===== src/rtl/tmr_pin_pkg.sv =====
// Shared constants and mode decoding for the timer pin controller.
// Assumes a 4-bit mode field; bit 3 selects capture over compare.
package tmr_pin_pkg;
    localparam logic [1:0] ADR_CTRL = 2'd0;
    localparam logic [1:0] ADR_GR   = 2'd1;
    localparam logic [1:0] ADR_STAT = 2'd2;

    // True for compare modes that drive the pin.
    function automatic logic mode_drives_pin(input logic [3:0] m);
        return !m[3] && (m[1:0] != 2'b00);
    endfunction

    // True for any compare mode (pin driven or not).
    function automatic logic mode_is_compare(input logic [3:0] m);
        return !m[3];
    endfunction
endpackage


===== src/rtl/tmr_pin_sync.sv =====
// Synchronizes the asynchronous pin input and produces one-cycle rise/fall
// pulses. Assumes the pin is low at reset (the chain resets to 0).
module tmr_pin_sync #(
    parameter int STAGES = 2
) (
    input  logic clk,
    input  logic rst_n,
    input  logic pin_i,
    output logic rise_o,
    output logic fall_o
);
    localparam int LAST = STAGES;

    logic [LAST:0] chain_q;

    // Shift the pin through the synchronizer plus one history stage.
    always_ff @(posedge clk) begin
        if (!rst_n) chain_q <= '0;
        else        chain_q <= {chain_q[LAST-1:0], pin_i};
    end

    assign rise_o =  chain_q[LAST-1] & ~chain_q[LAST];
    assign fall_o = ~chain_q[LAST-1] &  chain_q[LAST];

    // a rise pulse means the history stage holds 1 one cycle later.
    p_rise_history_r7: assert property (@(posedge clk) disable iff (!rst_n)
        rise_o |=> chain_q[LAST]);
    // a fall pulse means the history stage holds 0 one cycle later.
    p_fall_history_r8: assert property (@(posedge clk) disable iff (!rst_n)
        fall_o |=> !chain_q[LAST]);
endmodule


===== src/rtl/tmr_pin_cmp.sv =====
// Compare-match detection and pin output level. Assumes the counter
// presents its new value together with a one-cycle tick.
module tmr_pin_cmp
    import tmr_pin_pkg::*;
#(
    parameter int WIDTH = 16
) (
    input  logic             clk,
    input  logic             rst_n,
    input  logic [3:0]       mode_i,
    input  logic             mode_wr_i,
    input  logic [3:0]       mode_new_i,
    input  logic             tick_i,
    input  logic [WIDTH-1:0] cnt_i,
    input  logic [WIDTH-1:0] gr_i,
    output logic             match_o,
    output logic             pin_o,
    output logic             oe_o
);
    logic pin_q;

    assign match_o = mode_is_compare(mode_i) && tick_i && (cnt_i == gr_i);
    assign oe_o    = mode_drives_pin(mode_i);
    assign pin_o   = pin_q;

    // Load the initial level on a mode write, else apply the match action.
    always_ff @(posedge clk) begin
        if (!rst_n) begin
            pin_q <= 1'b0;
        end else if (mode_wr_i && mode_is_compare(mode_new_i)) begin
            pin_q <= mode_new_i[2];
        end else if (match_o) begin
            case (mode_i[1:0])
                2'b01:   pin_q <= 1'b0;
                2'b10:   pin_q <= 1'b1;
                2'b11:   pin_q <= ~pin_q;
                default: pin_q <= pin_q;
            endcase
        end
    end

    p_init_level_r3: assert property (@(posedge clk) disable iff (!rst_n)
        (mode_wr_i && !mode_new_i[3]) |=> (pin_o == $past(mode_new_i[2])));
    p_drive_low_r4: assert property (@(posedge clk) disable iff (!rst_n)
        (match_o && mode_i[1:0] == 2'b01 && !mode_wr_i) |=> !pin_o);
    p_pin_hold_r5: assert property (@(posedge clk) disable iff (!rst_n)
        (!match_o && !mode_wr_i) |=> $stable(pin_o));
endmodule


===== src/rtl/tmr_pin_cap.sv =====
// Selects the capture trigger from pin edges or neighbour count events.
// Assumes select 000 means the neighbour runs on the undivided clock.
module tmr_pin_cap (
    input  logic       clk,
    input  logic       rst_n,
    input  logic [3:0] mode_i,
    input  logic       rise_i,
    input  logic       fall_i,
    input  logic       nbr_evt_i,
    input  logic [2:0] nbr_sel_i,
    output logic       cap_o
);
    // Decode the capture source for the current mode.
    always_comb begin
        cap_o = 1'b0;
        case (mode_i[3:2])
            2'b10: begin
                case (mode_i[1:0])
                    2'b00:   cap_o = rise_i;
                    2'b01:   cap_o = fall_i;
                    default: cap_o = rise_i | fall_i;
                endcase
            end
            2'b11:   cap_o = nbr_evt_i && (nbr_sel_i != 3'b000);
            default: cap_o = 1'b0;
        endcase
    end

    p_nbr_gate_r10: assert property (@(posedge clk) disable iff (!rst_n)
        (mode_i[3:2] == 2'b11 && nbr_sel_i == 3'b000) |-> !cap_o);
    p_no_cap_compare_r4: assert property (@(posedge clk) disable iff (!rst_n)
        !mode_i[3] |-> !cap_o);
endmodule


===== src/rtl/tmr_pin_ctl.sv =====
// Top: register file (mode, general register, status flag) wiring the
// synchronizer, compare and capture logic. Assumes WIDTH >= 4.
module tmr_pin_ctl
    import tmr_pin_pkg::*;
#(
    parameter int WIDTH       = 16,
    parameter int SYNC_STAGES = 2
) (
    input  logic             clk,
    input  logic             rst_n,
    input  logic             wr_en,
    input  logic [1:0]       wr_addr,
    input  logic [WIDTH-1:0] wr_data,
    input  logic [1:0]       rd_addr,
    output logic [WIDTH-1:0] rd_data,
    input  logic [WIDTH-1:0] cnt_val,
    input  logic             cnt_tick,
    input  logic             nbr_cnt_evt,
    input  logic [2:0]       nbr_clk_sel,
    input  logic             pin_in,
    output logic             pin_out,
    output logic             pin_oe,
    output logic             event_flag
);
    localparam int PAD_CTRL = WIDTH - 4;
    localparam int PAD_STAT = WIDTH - 1;

    logic [3:0]       mode_q;
    logic [WIDTH-1:0] gr_q;
    logic             flag_q;
    logic             wr_mode, wr_gr, wr_stat;
    logic             rise, fall, match, cap;

    assign wr_mode = wr_en && (wr_addr == ADR_CTRL);
    assign wr_gr   = wr_en && (wr_addr == ADR_GR);
    assign wr_stat = wr_en && (wr_addr == ADR_STAT);

    tmr_pin_sync #(.STAGES(SYNC_STAGES)) u_sync (
        .clk(clk), .rst_n(rst_n), .pin_i(pin_in), .rise_o(rise), .fall_o(fall)
    );

    tmr_pin_cmp #(.WIDTH(WIDTH)) u_cmp (
        .clk(clk), .rst_n(rst_n), .mode_i(mode_q), .mode_wr_i(wr_mode),
        .mode_new_i(wr_data[3:0]), .tick_i(cnt_tick), .cnt_i(cnt_val),
        .gr_i(gr_q), .match_o(match), .pin_o(pin_out), .oe_o(pin_oe)
    );

    tmr_pin_cap u_cap (
        .clk(clk), .rst_n(rst_n), .mode_i(mode_q), .rise_i(rise), .fall_i(fall),
        .nbr_evt_i(nbr_cnt_evt), .nbr_sel_i(nbr_clk_sel), .cap_o(cap)
    );

    // Mode register written by the bus.
    always_ff @(posedge clk) begin
        if (!rst_n)       mode_q <= 4'd0;
        else if (wr_mode) mode_q <= wr_data[3:0];
    end

    // General register: bus write wins over a capture.
    always_ff @(posedge clk) begin
        if (!rst_n)     gr_q <= '0;
        else if (wr_gr) gr_q <= wr_data;
        else if (cap)   gr_q <= cnt_val;
    end

    // Sticky event flag: set beats a write-zero clear.
    always_ff @(posedge clk) begin
        if (!rst_n)                       flag_q <= 1'b0;
        else if (match || cap)            flag_q <= 1'b1;
        else if (wr_stat && !wr_data[0])  flag_q <= 1'b0;
    end

    assign event_flag = flag_q;

    // Combinational read mux.
    always_comb begin
        case (rd_addr)
            ADR_CTRL: rd_data = {{PAD_CTRL{1'b0}}, mode_q};
            ADR_GR:   rd_data = gr_q;
            ADR_STAT: rd_data = {{PAD_STAT{1'b0}}, flag_q};
            default:  rd_data = '0;
        endcase
    end

    p_flag_set_r11: assert property (@(posedge clk) disable iff (!rst_n)
        (match || cap) |=> event_flag);
    p_flag_hold_r11: assert property (@(posedge clk) disable iff (!rst_n)
        (!match && !cap && !wr_stat) |=> $stable(event_flag));
    p_cap_load_r7: assert property (@(posedge clk) disable iff (!rst_n)
        (cap && !wr_gr) |=> (gr_q == $past(cnt_val)));
    p_oe_disabled_r6: assert property (@(posedge clk) disable iff (!rst_n)
        (mode_q[1:0] == 2'b00) |-> !pin_oe);
endmodule


===== config.mk =====
export PLATFORM = sky130hd
export DESIGN_NAME = tmr_pin_ctl
export DESIGN_NICKNAME = d
export VERILOG_FILES = /design/src/rtl/tmr_pin_pkg.sv /design/src/rtl/tmr_pin_sync.sv /design/src/rtl/tmr_pin_cmp.sv /design/src/rtl/tmr_pin_cap.sv /design/src/rtl/tmr_pin_ctl.sv
export SDC_FILE = /design/constraint.sdc
export NUM_CORES = 1
export LEC_CHECK = 0
export BUFFER_PORTS_ARGS = -buffer_cell sky130_fd_sc_hd__buf_2
export CAP_MARGIN = 20
export CORE_MARGIN = 3
export CORE_UTILIZATION = 50
export CTS_CLUSTER_SIZE = 16
export DETAILED_ROUTE_END_ITERATION = 8
export GPL_TIMING_DRIVEN = 0
export HOLD_SLACK_MARGIN = 0.12
export PLACE_DENSITY = 0.92
export SKIP_CTS_REPAIR_TIMING = 1
export SLEW_MARGIN = 20
export SYNTH_ARGS = -nofsm -noshare
export SYNTH_HDL_FRONTEND = slang
export SYNTH_HIERARCHICAL = 1
export SYNTH_SLANG_ARGS = --single-unit

===== constraint.sdc =====
create_clock -name clk -period 2.5 [get_ports clk]
set_clock_uncertainty 0.05 [all_clocks]
set_input_delay 0.375 -clock clk [delete_from_list [all_inputs] [get_ports clk]]
set_output_delay 0.375 -clock clk [all_outputs]
set_load 0.03 [all_outputs]

======== After elaboration in Yosys (flattened, before gate mapping) ========
Cells that the tools add are included.
storage, ports and cells
  register bits after elaboration ......... 25
  bits in latches ......................... 0
  memory bits (writable) .................. 0
  bits in read-only memories .............. 0
  input bits .............................. 45
  output and inout port bits .............. 19
  logic and storage cells ................. 54
  memories kept ........................... 0
operators by class
  add/sub/neg operators ................... 0
  multiply operators ...................... 0
  divide/modulo/power cells ............... 0
  $lt $le $gt $ge ......................... 0
  equal/unequal tests ..................... 10
  shifts and indexed selects .............. 0
  mux-type cells .......................... 10
  bitwise operators ....................... 6
  reduce and logical (&&, ||, !) cells .... 23
operator list
  operator              number
  $pmux W16 S3          1
  $mux W16              2
  $eq A16 B16 Y1        1
  $eq A2 B2 Y1 const B  6
  $logic_and A1 B1 Y1   9
  $reduce_bool A2 Y1    4
  $eq A2 B1 Y1 const B  3
  $logic_not A2 Y1      3
  $mux W1               4
  $pmux W1 S2           2
  $reduce_bool A4 Y1    1
  $logic_not A1 Y1      3
  $not A1 Y1            3
  $pmux W1 S3           1
  $reduce_bool A3 Y1    1
  $and A1 B1 Y1         2
  $reduce_and A2 Y1     1
  $logic_or A1 B1 Y1    1
  $or A1 B1 Y1          1

======== Longest topological paths before layout ========
Gate-level depths: netlist (run 1).
  depth in word-level cells ............... 7
  mapped depth ............................ 8
  gate-level depth less buffers ........... 6

======== Modules after synthesis ========
Netlist (run 1), hierarchy kept.
by module, submodules not included
  module        times used  cells an instance  area an instance (um^2)  seq. area each (um^2)
  tmr_pin_ctl   1           123                1,313.8                  420.4
  tmr_pin_cmp   1           46                 317.8                    20.0
  tmr_pin_sync  1           8                  91.3                     60.1
  tmr_pin_cap   1           6                  47.5                     0.0

======== Worst setup path before layout (run 1) ========
No wires, ideal clock.
  path type ............................... input -> register
  start point ............................. input cnt_val[5]
  end point ............................... register u_cmp.pin_q (netlist: u_cmp/pin_o)
  library setup time ...................... 0.062 ns
  arrival ................................. 1.721 ns
  required time ........................... 2.388 ns
  setup slack ............................. 0.667 ns
  stages on the path ...................... 5
  path buffers ............................ 0
  cells stage by stage .................... xnor2_1 > o2111ai_1 > or4_4 > or4_1 > nand3_1
between the ends
  longest elaborated chain between the ends .. 4
ends and longest elaborated chain
  what                          line               text
  start: declaration            tmr_pin_ctl.sv:16  input logic [WIDTH-1:0] cnt_val,
  $eq A16 B16 Y1                tmr_pin_cmp.sv:22  assign match_o = mode_is_compare(mode_i) && tick_i && (cnt_i == gr_i);
  $logic_and A1 B1 Y1           tmr_pin_cmp.sv:22
  $reduce_bool A2 Y1 (no line)  -
  $reduce_and A2 Y1 (no line)   -
  end signal: assignment        tmr_pin_cmp.sv:31  pin_q <= mode_new_i[2];
  end signal: assignment        tmr_pin_cmp.sv:36  2'b11: pin_q <= ~pin_q;
  end signal: assignment        tmr_pin_cmp.sv:37  default: pin_q <= pin_q;
  end: declaration              tmr_pin_cmp.sv:20  logic pin_q;
Every way passes these cells.
A chain may end at the register's enable or synchronous reset.

======== Worst setup path in the final report (run 1) ========
  start point ............................. register gr_q[5]
  end point ............................... register u_cmp.pin_q (netlist: u_cmp/pin_o)
between the ends
  longest elaborated chain between the ends .. 4
ends and longest elaborated chain
  what                          line               text
  start: declaration            tmr_pin_ctl.sv:29  logic [WIDTH-1:0] gr_q;
  start signal: assignment      tmr_pin_ctl.sv:62  else if (wr_gr) gr_q <= wr_data;
  start signal: assignment      tmr_pin_ctl.sv:63  else if (cap) gr_q <= cnt_val;
  $eq A16 B16 Y1                tmr_pin_cmp.sv:22
  $logic_and A1 B1 Y1           tmr_pin_cmp.sv:22
  $reduce_bool A2 Y1 (no line)  -
  $reduce_and A2 Y1 (no line)   -
Every way passes these cells.

==> results of run 1 <==
[routing by layer]
metal | part of all wire [%] | global-route usage (%)
met1 | 42 | 27.3
met2 | 51 | 41.0
met3 | 5.4 | 2.91
met4 | 1.4 | 4.66
met5 | 0 | 0
[power by group through the flow]
stage / Clock [uW] / Combinational [uW] / Sequential [uW]
4_1_cts: 186 / 203 / 438
6_report: 181 / 205 / 438
5_1_grt: 204 / 222 / 442
3_3_place_gp: 0 / 195 / 445
2_1_floorplan: 0 / 123 / 447
3_5_place_dp: 0 / 202 / 447
[through the flow]
stage,power (uW),setup slack (ns),utilization [%],area (sq um),hold WS (ns)
after floorplan,570,0.667,-,1770,0.356
after global placement,641,0.401,66.2,2120,0.359
after detailed placement,649,0.381,66.2,2120,0.398
after CTS,827,0.500,67.1,2150,0.206
after global routing,867,0.426,67.1,2150,0.206
final,824,0.453,67.1,2150,0.217
[worst register-to-register path: stages, from the launching register on]
cell	delay [ns]
dfxtp_1	0.36
xnor2_1	0.23
o2111ai_1	0.16
or4_4	0.56
or4_1	0.54
nand3_1	0.11
[registers in the layout (all words and copies together), names as in the netlist]
name	count
event_flag	1
gr_q	16
mode_q	4
u_cmp/pin_o	1
u_sync/chain_q	3
[final cells by class]
cell class | instances | share of cell area, %
Sequential cell | 25 | 23.3
Inverter | 7 | 1.22
Timing Repair Buffer | 59 | 13.7
Buffer | 13 | 5.71
Clock buffer | 3 | 1.05
Multi-Input combinational cell | 138 | 52.2
Clock inverter | 1 | 0.233
Tap cell | 44 | 2.56
[cell usage in the layout, fill, tap and decap left out, drive strengths merged, types with 2 or more instances in the layout]
cell type / instances
and4bb: 15
nand4: 2
or4: 2
nor2: 8
nor4bb: 2
dfxtp: 25
xor2: 3
a211oi: 16
nor2b: 4
inv: 7
nand2: 12
mux2i: 24
o2111ai: 2
xnor2: 8
nand3: 5
a21oi: 2
buf: 71
and2: 15
o211ai: 2
or2b: 3
clkbuf: 4
[cells by family (layout without fill, tap and decap cells)]
family                 count (synthesis)  in the layout  share of synthesized area (%)
AO/OA/AOI/OAI                         29             29                           13.1
XOR/XNOR                              11             11                           5.44
buffers and inverters                 20             83                           8.41
flip-flops                            25             25                           28.3
multiplexers                          25             25                           14.2
AND/OR/NAND/NOR                       73             73                           30.5
[worst paths after layout]
path | start | end | cells past startpoint
setup / recovery | gr_q[5]$_SDFFE_PN0P_ | u_cmp/pin_o$_SDFFE_PN0P_ | 5
hold / removal | pin_in | u_sync/chain_q[0]$_SDFF_PN0_ | 2
setup reg to reg | gr_q[5]$_SDFFE_PN0P_ | u_cmp/pin_o$_SDFFE_PN0P_ | 5
hold reg to reg | u_sync/chain_q[0]$_SDFF_PN0_ | u_sync/chain_q[1]$_SDFF_PN0_ | 1
==> flow_summary.toml, run 1 <==
[outcome]
status = "complete, no violations"

[logic_synthesis]
syn_area_per_cell_sq_um = 9.67
synth.top_cell.area_share_pct = 28.3
synth_top_cells_by_area = "dfxtp_1 28%, mux2i_1 14%, and4bb_1 7.1%, a211oi_1 5.9%, and2_1 5.3%"
ys_warn_count = 6
synth_edf_count = 0
synth_largest_area_cell = "dfxtp_1"
synth_ff_type = "dfxtp_1"
yosysUniqueCellTypes = 41
ys_seq_area_share_pct = 28.3
synth.net_count = 228
syn_area_sq_mm = 0.00177
synthCells = 183
post-synth-top-count-cell = "dfxtp_1"
ys_ff_latch = 25
yosys-top-cells-count = "25 x dfxtp_1, 24 x mux2i_1, 15 x and2_1"
ys_async_sr_fraction_pct = 0

[critical_path]
worst_setup_path_start_kind = "flop"
worst-path-buf-inv = 0
cp_slowest_cell = "or4_4"
reg2reg_slack_ns = 0.45
slowest_delay_ns = 0.56
crit_required_ns = 2.71
crit_fanout = 3
critPathTopFamily = "simple AND/OR/NAND/NOR gates"
critPathCaptureType = "flop"
crit_type = "reg2reg"
cp.arrival_ns = 2.26
cp_cell_sequence = "xnor2_1 -> o2111ai_1 -> or4_4 -> or4_1 -> nand3_1"

[global_routing]
grt_overflow_total = 0
antenna_found_initial = 0
grt_pass1_wl_um = 7510
grt_max_degree = 15
grt_util_all_layers_pct = 22.2
grt_pass1_vias = 1637

[clock_network]
cts.clk_slew.worst_paths_ns = 0.12
cts.path.max_buffers = 2
htreeDepth = 1
tritoncts = "built"
cts-root-buf = "clkbuf_4"
numClockSinks = 25
numCtsBuffers = 3
clk_latency_ns = 0.32

[cells_and_area]
fin_nets = 292
multiInputGateArea_sq_mm = 0.00112
fillCellCount = 298
diodes = 0
syn_to_final_growth_pct = 21.3
final_cells = 290
seq_area_sq_um = 500
drive_gt1_share_pct = 36.2

[power_and_ir_drop]
switching_power_uw = 249
p_clk_share_pct = 22.0
powerDensity_mw_per_mm2 = 384
peakVddDrop_mv = 0.277
p_comb_share_pct = 24.9
internal_power_uw = 576
power_leakage_uw = 0.000930
p_seq_share_pct = 53.2
sw_frac_of_total_pct = 30.1

[detailed_routing]
viasPerCell = 5.67
postRouteWirelength_um = 4620
wl_per_cell_um = 15.9
drt_iter0_drc = 84
drt_first_pass_iters = 4
drcViolationCount = 0
via_count = 1645
postRouteAntennaNets = 0

[sta]
rsz0062_at_grt = "false"
worst_slew_pin_slew_ns = 0.385
setup_viol = 0
tns_ns = 0
max_freq_mhz = 488
post-route-period-util_pct = 81.9
relSlewSlack_pct = 74.3
finalHoldViolCount = 0
finalCriticalPeriod_ns = 2.05
maxSlewViolCount = 0

[die]
placementRows = 20
die_h_um = 65.5
io_pins = 64
die_x_um = 65.5
die_area_sq_mm = 0.00429
initial_core_util_pct = 55.3
placeableCoreArea_sq_mm = 0.00320

[place]
io_buffers = 59
gp_congestion = 0.862
dp.cells = 286
dp_hpwl_um = 3700

[job]
max-cap-violations = 0

[min_path]
hold_path.class = "in2reg"
Note: power is estimated with default switching activity, not from simulation.
==> run 2: changes to the inputs <==
--- a/config.mk
+++ b/config.mk
@@ -5,15 +5,16 @@
 export SDC_FILE = /design/constraint.sdc
 export NUM_CORES = 1
 export LEC_CHECK = 0
+export ABC_AREA = 1
 export BUFFER_PORTS_ARGS = -buffer_cell sky130_fd_sc_hd__buf_2
 export CAP_MARGIN = 20
 export CORE_MARGIN = 3
-export CORE_UTILIZATION = 50
+export CORE_UTILIZATION = 46
 export CTS_CLUSTER_SIZE = 16
 export DETAILED_ROUTE_END_ITERATION = 8
 export GPL_TIMING_DRIVEN = 0
 export HOLD_SLACK_MARGIN = 0.12
-export PLACE_DENSITY = 0.92
+export PLACE_DENSITY = 0.89
 export SKIP_CTS_REPAIR_TIMING = 1
 export SLEW_MARGIN = 20
 export SYNTH_ARGS = -nofsm -noshare
==> constraint.sdc (replaced) <==
create_clock -name clk -period 1.8 [get_ports clk]
set_clock_uncertainty 0.05 [all_clocks]
set_input_delay 0.27 -clock clk [delete_from_list [all_inputs] [get_ports clk]]
set_output_delay 0.27 -clock clk [all_outputs]
set_load 0.03 [all_outputs]
==> flow_summary.toml, run 2 <==
[die]
die_x_um = 70.4
die_h_um = 70.4
initial_core_util_pct = 49.8
placementRows = 22
die_area_sq_mm = 0.00495
io_pins = 64
placeableCoreArea_sq_mm = 0.00383

[sta]
worst_slew_pin_slew_ns = 0.273
worst_slack_ns = 0.243
post-route-period-util_pct = 86.5
max_freq_mhz = 642
setup_viol = 0
finalHoldViolCount = 0
finalCriticalPeriod_ns = 1.56
relSlewSlack_pct = 81.6
tns_ns = 0
maxSlewViolCount = 0
rsz0062_at_grt = "false"

[place]
gp_congestion = 0.950
place_ws_ns = 0.177
dp_hpwl_um = 4160
io_buffers = 61

[critical_path]
critPathCaptureType = "flop"
worst-path-buf-inv = 3
critPathTopFamily = "buffers and inverters"
crit_end = "gr_q[9]$_SDFFE_PN0P_"
cp_slowest_cell = "dfxtp_1"
worst_setup_path_start_kind = "flop"
startpoint = "mode_q[1]$_SDFFE_PN0P_"
slowest_delay_ns = 0.44
reg2reg_slack_ns = 0.24
crit_cells = 12
timing.rr.start = "mode_q[1]$_SDFFE_PN0P_"
crit_required_ns = 1.95
r2r-end = "gr_q[9]$_SDFFE_PN0P_"
cp.arrival_ns = 1.71
crit_fanout = 10
worstRegToRegCells = 12
cp_cell_sequence = "inv_1 -> nand2_1 -> nand2_1 -> nand2_1 -> nand2_1 -> nand2_1 -> buf_4 -> clkbuf_4 -> nand2_1 -> nand2_1 -> nand2_1 -> a21oi_1"
crit_type = "reg2reg"
crit_top_cell = "nand2_1"

[min_path]
hold_path.class = "in2reg"
whs_path_depth = 3

[cells_and_area]
syn_to_final_growth_pct = 21.8
fin_nets = 453
final_common_cell = "nand2_1"
final_cell_mix = "103 x nand2_1, 68 x inv_1, 66 x buf_2"
largest_reg_flops = 16
largest-register = "gr_q"
top_regs = "gr_q: 16 flops, mode_q: 4 flops, u_sync/chain_q: 3 flops"
drive_gt1_share_pct = 20.9
diodes = 0

[global_routing]
grt_max_degree = 14
antenna_found_initial = 0
grt_util_met1_pct = 29.1
grt_overflow_total = 0
grt_util_all_layers_pct = 21.7
grt_pass1_vias = 2037
grt_pass1_wl_um = 8960
grt_busiest_layer = "met2"
grtUsageMet3_pct = 4.17
use_met2_pct = 36.2

[logic_synthesis]
ys_ff_latch = 25
synth_edf_count = 0
yosys-top-cells-count = "103 x nand2_1, 68 x inv_1, 46 x nor2_1"
yosysUniqueCellTypes = 23
synth_top_family_by_area = "simple AND/OR/NAND/NOR gates"
ys_async_sr_fraction_pct = 0
ys_warn_count = 6
syn_area_sq_mm = 0.00191
synth.net_count = 387
synth_mux_area_share_pct = 0
synth_largest_area_cell = "dfxtp_1"
synth_xor_area_share_pct = 0.460
synth_fa_ha_area_share_pct = 0
post-synth-top-count-cell = "nand2_1"
synth.top_cell.area_share_pct = 26.3
synthCells = 342
synth_top_cells_by_area = "dfxtp_1 26%, nand2_1 20%, inv_1 13%, nor2_1 9.1%, nand4_1 7.6%"
synth_compound_area_share_pct = 7.68
synth-simple-area-share_pct = 46.9
syn_area_per_cell_sq_um = 5.57
synth_ff_type = "dfxtp_1"
ys_seq_area_share_pct = 26.3

[clock_network]
tritoncts = "built"
cts-root-buf = "clkbuf_8"
clk_latency_ns = 0.27
numClockSinks = 25
htreeDepth = 1
cts.clk_slew.worst_paths_ns = 0.09
numCtsBuffers = 3
cts.path.max_buffers = 2

[detailed_routing]
drt_iter0_drc = 235
drt_first_pass_iters = 5
drcViolationCount = 0
viasPerCell = 4.96
postRouteAntennaNets = 0
wl_per_cell_um = 11.8
postRouteWirelength_um = 5390
via_count = 2257

[power_and_ir_drop]
p_clk_share_pct = 27.0
peakVddDrop_mv = 0.347
p_comb_share_pct = 25.3
p_seq_share_pct = 47.7
powerDensity_mw_per_mm2 = 554
sw_frac_of_total_pct = 32.6
power_leakage_uw = 0.00128
power.total_uw = 1290
switching_power_uw = 419
internal_power_uw = 867

[job]
max-cap-violations = 0

[outcome]
status = "complete, no violations"
-- run 2: changes by cell type after synthesis, sizes merged, moves of 4 or more --
cell    before  now
mux2i       24    0
nand2       12  103
a211oi      16    0
nand4        2   23
inv          7   70
nor2         8   48
nand3        5   24
o21ai        1    5
xnor2        8    1
a21oi        2   19
and4bb      15    0
and2        15    0
-- run 2: layout make-up --
class | count | area (sq um)
Fill cell | 382 | 1510
Multi-Input combinational cell | 233 | 1050
Sequential cell | 25 | 503
Timing Repair Buffer | 61 | 305
Inverter | 71 | 267
Buffer | 13 | 92.6
Tap cell | 48 | 60.1
Clock buffer | 4 | 45.0
-- run 2: how the worst min path moves through the flow --
stage                                       from                      endpoint  slack (ns)
floorplan                                  rst_n  u_sync/chain_q[0]$_SDFF_PN0_        0.31
global placement    u_sync/chain_q[0]$_SDFF_PN0_  u_sync/chain_q[1]$_SDFF_PN0_        0.34
detailed placement  u_sync/chain_q[0]$_SDFF_PN0_  u_sync/chain_q[1]$_SDFF_PN0_        0.36
CTS                                       pin_in  u_sync/chain_q[0]$_SDFF_PN0_        0.12
global route                              pin_in  u_sync/chain_q[0]$_SDFF_PN0_        0.13
finish                                    pin_in  u_sync/chain_q[0]$_SDFF_PN0_        0.13
-- run 2: cell families after synthesis --
family / count (synthesis)
flip-flops: 25
AO/OA/AOI/OAI: 27
AND/OR/NAND/NOR: 205
buffers and inverters: 84
XOR/XNOR: 1
-- run 2: power by group through the flow --
stage / combinational [uW] / sequential (uW) / clock (uW)
after floorplan: 208 / 618 / 0
after global placement: 314 / 622 / 0
after detailed placement: 321 / 624 / 0
after CTS: 323 / 611 / 348
after global routing: 370 / 618 / 366
final: 326 / 613 / 347
-- run 2: through the flow --
step / util, % / instances / hold slack (ns) / cell area (sq um)
6_report: 60.7 / 455 / 0.125 / 2320
5_1_grt: 60.7 / 455 / 0.135 / 2320
4_1_cts: 60.5 / 455 / 0.119 / 2320
3_5_place_dp: 59.4 / 451 / 0.356 / 2270
3_3_place_gp: 59.4 / 451 / 0.338 / 2270
2_1_floorplan: - / 342 / 0.313 / 1910
-- run 2: routing by layer --
metal | routed length, um | share of wire, %
met1 | 2360 | 44
met2 | 2560 | 47
met3 | 425 | 7.9
met4 | 44 | 0.82
met5 | 0 | 0
-- run 2: worst reg2reg max path, stage by stage (launching register included) --
cell and delay [ns]:
dfxtp_1 0.44, inv_1 0.06, nand2_1 0.05, nand2_1 0.04
nand2_1 0.06, nand2_1 0.04, nand2_1 0.05, buf_4 0.17
clkbuf_4 0.22, nand2_1 0.06, nand2_1 0.06, nand2_1 0.05
a21oi_1 0.14
==> run 3: changes to the inputs <==
--- a/config.mk
+++ b/config.mk
@@ -8,8 +8,10 @@
 export ABC_AREA = 1
 export BUFFER_PORTS_ARGS = -buffer_cell sky130_fd_sc_hd__buf_2
 export CAP_MARGIN = 20
+export CELL_PAD_IN_SITES_DETAIL_PLACEMENT = 0
+export CELL_PAD_IN_SITES_GLOBAL_PLACEMENT = 1
 export CORE_MARGIN = 3
-export CORE_UTILIZATION = 46
+export CORE_UTILIZATION = 30
 export CTS_CLUSTER_SIZE = 16
 export DETAILED_ROUTE_END_ITERATION = 8
 export GPL_TIMING_DRIVEN = 0
==> flow_summary.toml, run 3 (synthesis gave the netlist of run 2 again) <==
[detailed_routing]
via_count = 2150
drt_first_pass_iters = 4
postRouteAntennaNets = 0
postRouteWirelength_um = 5670
viasPerCell = 4.46
drcViolationCount = 0
wl_per_cell_um = 11.8
drt_iter0_drc = 146

[cells_and_area]
largest-register = "gr_q"
fin_util_pct = 39.0
multiInputGateArea_sq_mm = 0.00105
top_regs = "gr_q: 16 flops, mode_q: 4 flops, u_sync/chain_q: 3 flops"
drive_gt1_share_pct = 20.6
seq_area_sq_um = 502
largest_reg_flops = 16
diodes = 0
final_area_sq_mm = 0.00235
final_cell_mix = "103 x nand2_1, 68 x inv_1, 67 x buf_2"
fin_nets = 453
final_common_cell = "nand2_1"
syn_to_final_growth_pct = 23.4
fillCellCount = 691

[global_routing]
antenna_found_initial = 0
grt_overflow_total = 0
grt_max_degree = 14
grt_util_all_layers_pct = 16.3
grt_pass1_vias = 2084
grt_pass1_wl_um = 9740

[clock_network]
tritoncts = "built"
numClockSinks = 25
clk_latency_ns = 0.27
cts-root-buf = "clkbuf_8"
cts.clk_slew.worst_paths_ns = 0.08
cts.path.max_buffers = 2
numCtsBuffers = 3
htreeDepth = 1

[sta]
rsz0062_at_grt = "false"
maxSlewViolCount = 0
tns_ns = 0
relSlewSlack_pct = 83.2
post-route-period-util_pct = 88.0
setup_viol = 0
finalCriticalPeriod_ns = 1.58
worst_slew_pin_slew_ns = 0.250
finalHoldViolCount = 0
worst_slack_ns = 0.216
max_freq_mhz = 631

[critical_path]
critPathCaptureType = "flop"
reg2reg_slack_ns = 0.22
crit_fanout = 10
r2r-end = "gr_q[0]$_SDFFE_PN0P_"
cp.arrival_ns = 1.73
crit_type = "reg2reg"
crit_required_ns = 1.95
worstRegToRegCells = 9
timing.rr.start = "mode_q[3]$_SDFFE_PN0P_"
worst_setup_path_start_kind = "flop"

[die]
io_pins = 64
die_h_um = 85.7
initial_core_util_pct = 31.6
die_area_sq_mm = 0.00734
placementRows = 28
die_x_um = 85.7
placeableCoreArea_sq_mm = 0.00603

[place]
gp_congestion = 0.896
dpl_cell_area_sq_mm = 0.00230
io_buffers = 61
dp_hpwl_um = 4580
place_ws_ns = 0.213

[job]
max-cap-violations = 0

[power_and_ir_drop]
peakVddDrop_mv = 0.253
power.total_uw = 1270
power_leakage_uw = 0.00128
powerDensity_mw_per_mm2 = 540

[min_path]
hold_path.class = "in2reg"
hold_end = "u_sync/chain_q[0]$_SDFF_PN0_"
worstHoldStart = "pin_in"
whs_path_depth = 3

[outcome]
status = "complete, no violations"
==> run 3: final cells by class <==
| type | instances | share of cell area (%) |
|---|---|---|
| multi-input cells | 233 | 44.6 |
| repair buffers | 61 | 13.0 |
| plain buffers | 13 | 3.83 |
| well taps | 75 | 3.99 |
| flip-flops and latches | 25 | 21.3 |
| clock buffers | 4 | 1.92 |
| inverters | 71 | 11.3 |
==> run 3: worst max path at each step <==
stage	startpoint	to	slack [ns]	cells after the start
3_3_place_gp	mode_q[3]$_SDFFE_PN0P_	gr_q[11]$_SDFFE_PN0P_	0.23	9
2_1_floorplan	rd_addr[0]	rd_data[10]	0.38	5
4_1_cts	mode_q[1]$_SDFFE_PN0P_	gr_q[0]$_SDFFE_PN0P_	0.18	12
6_report	mode_q[3]$_SDFFE_PN0P_	gr_q[0]$_SDFFE_PN0P_	0.22	9
3_5_place_dp	mode_q[1]$_SDFFE_PN0P_	gr_q[0]$_SDFFE_PN0P_	0.21	12
5_1_grt	mode_q[3]$_SDFFE_PN0P_	gr_q[12]$_SDFFE_PN0P_	0.004	9
==> run 3: critical path, cell delays in order (launching register included) <==
cell and delay, ns:
dfxtp_1 0.47, nand2_1 0.07, nand3b_1 0.15, nand2_1 0.07
buf_4 0.17, buf_2 0.23, nand2_1 0.08, nand2_1 0.06
nand2_1 0.05, a21oi_1 0.11
==> run 3: power breakdown <==
part / internal, uW / leakage [uW] / switching [uW]
clock: 158 / 0.0000228 / 174
combinational: 126 / 0.00106 / 200
sequential: 582 / 0.000205 / 30.3
total: 866 / 0.00128 / 404
==> run 3: per-layer routing <==
| metal | part of all wire [%] | up-vias | global-route usage, % |
|---|---|---|---|
| li1 | - | 1186 | - |
| met1 | 49 | 910 | 22.1 |
| met2 | 45 | 52 | 27.8 |
| met3 | 4.7 | 2 | 1.73 |
| met4 | 0.76 | 0 | 3.60 |
| met5 | 0 | - | 0 |
==> run 3: metrics by stage <==
stage / instances / hold slack [ns]
finish: 482 / 0.136
floorplan: 342 / 0.313
CTS: 482 / 0.128
detailed placement: 478 / 0.345
global route: 482 / 0.129
global placement: 478 / 0.339
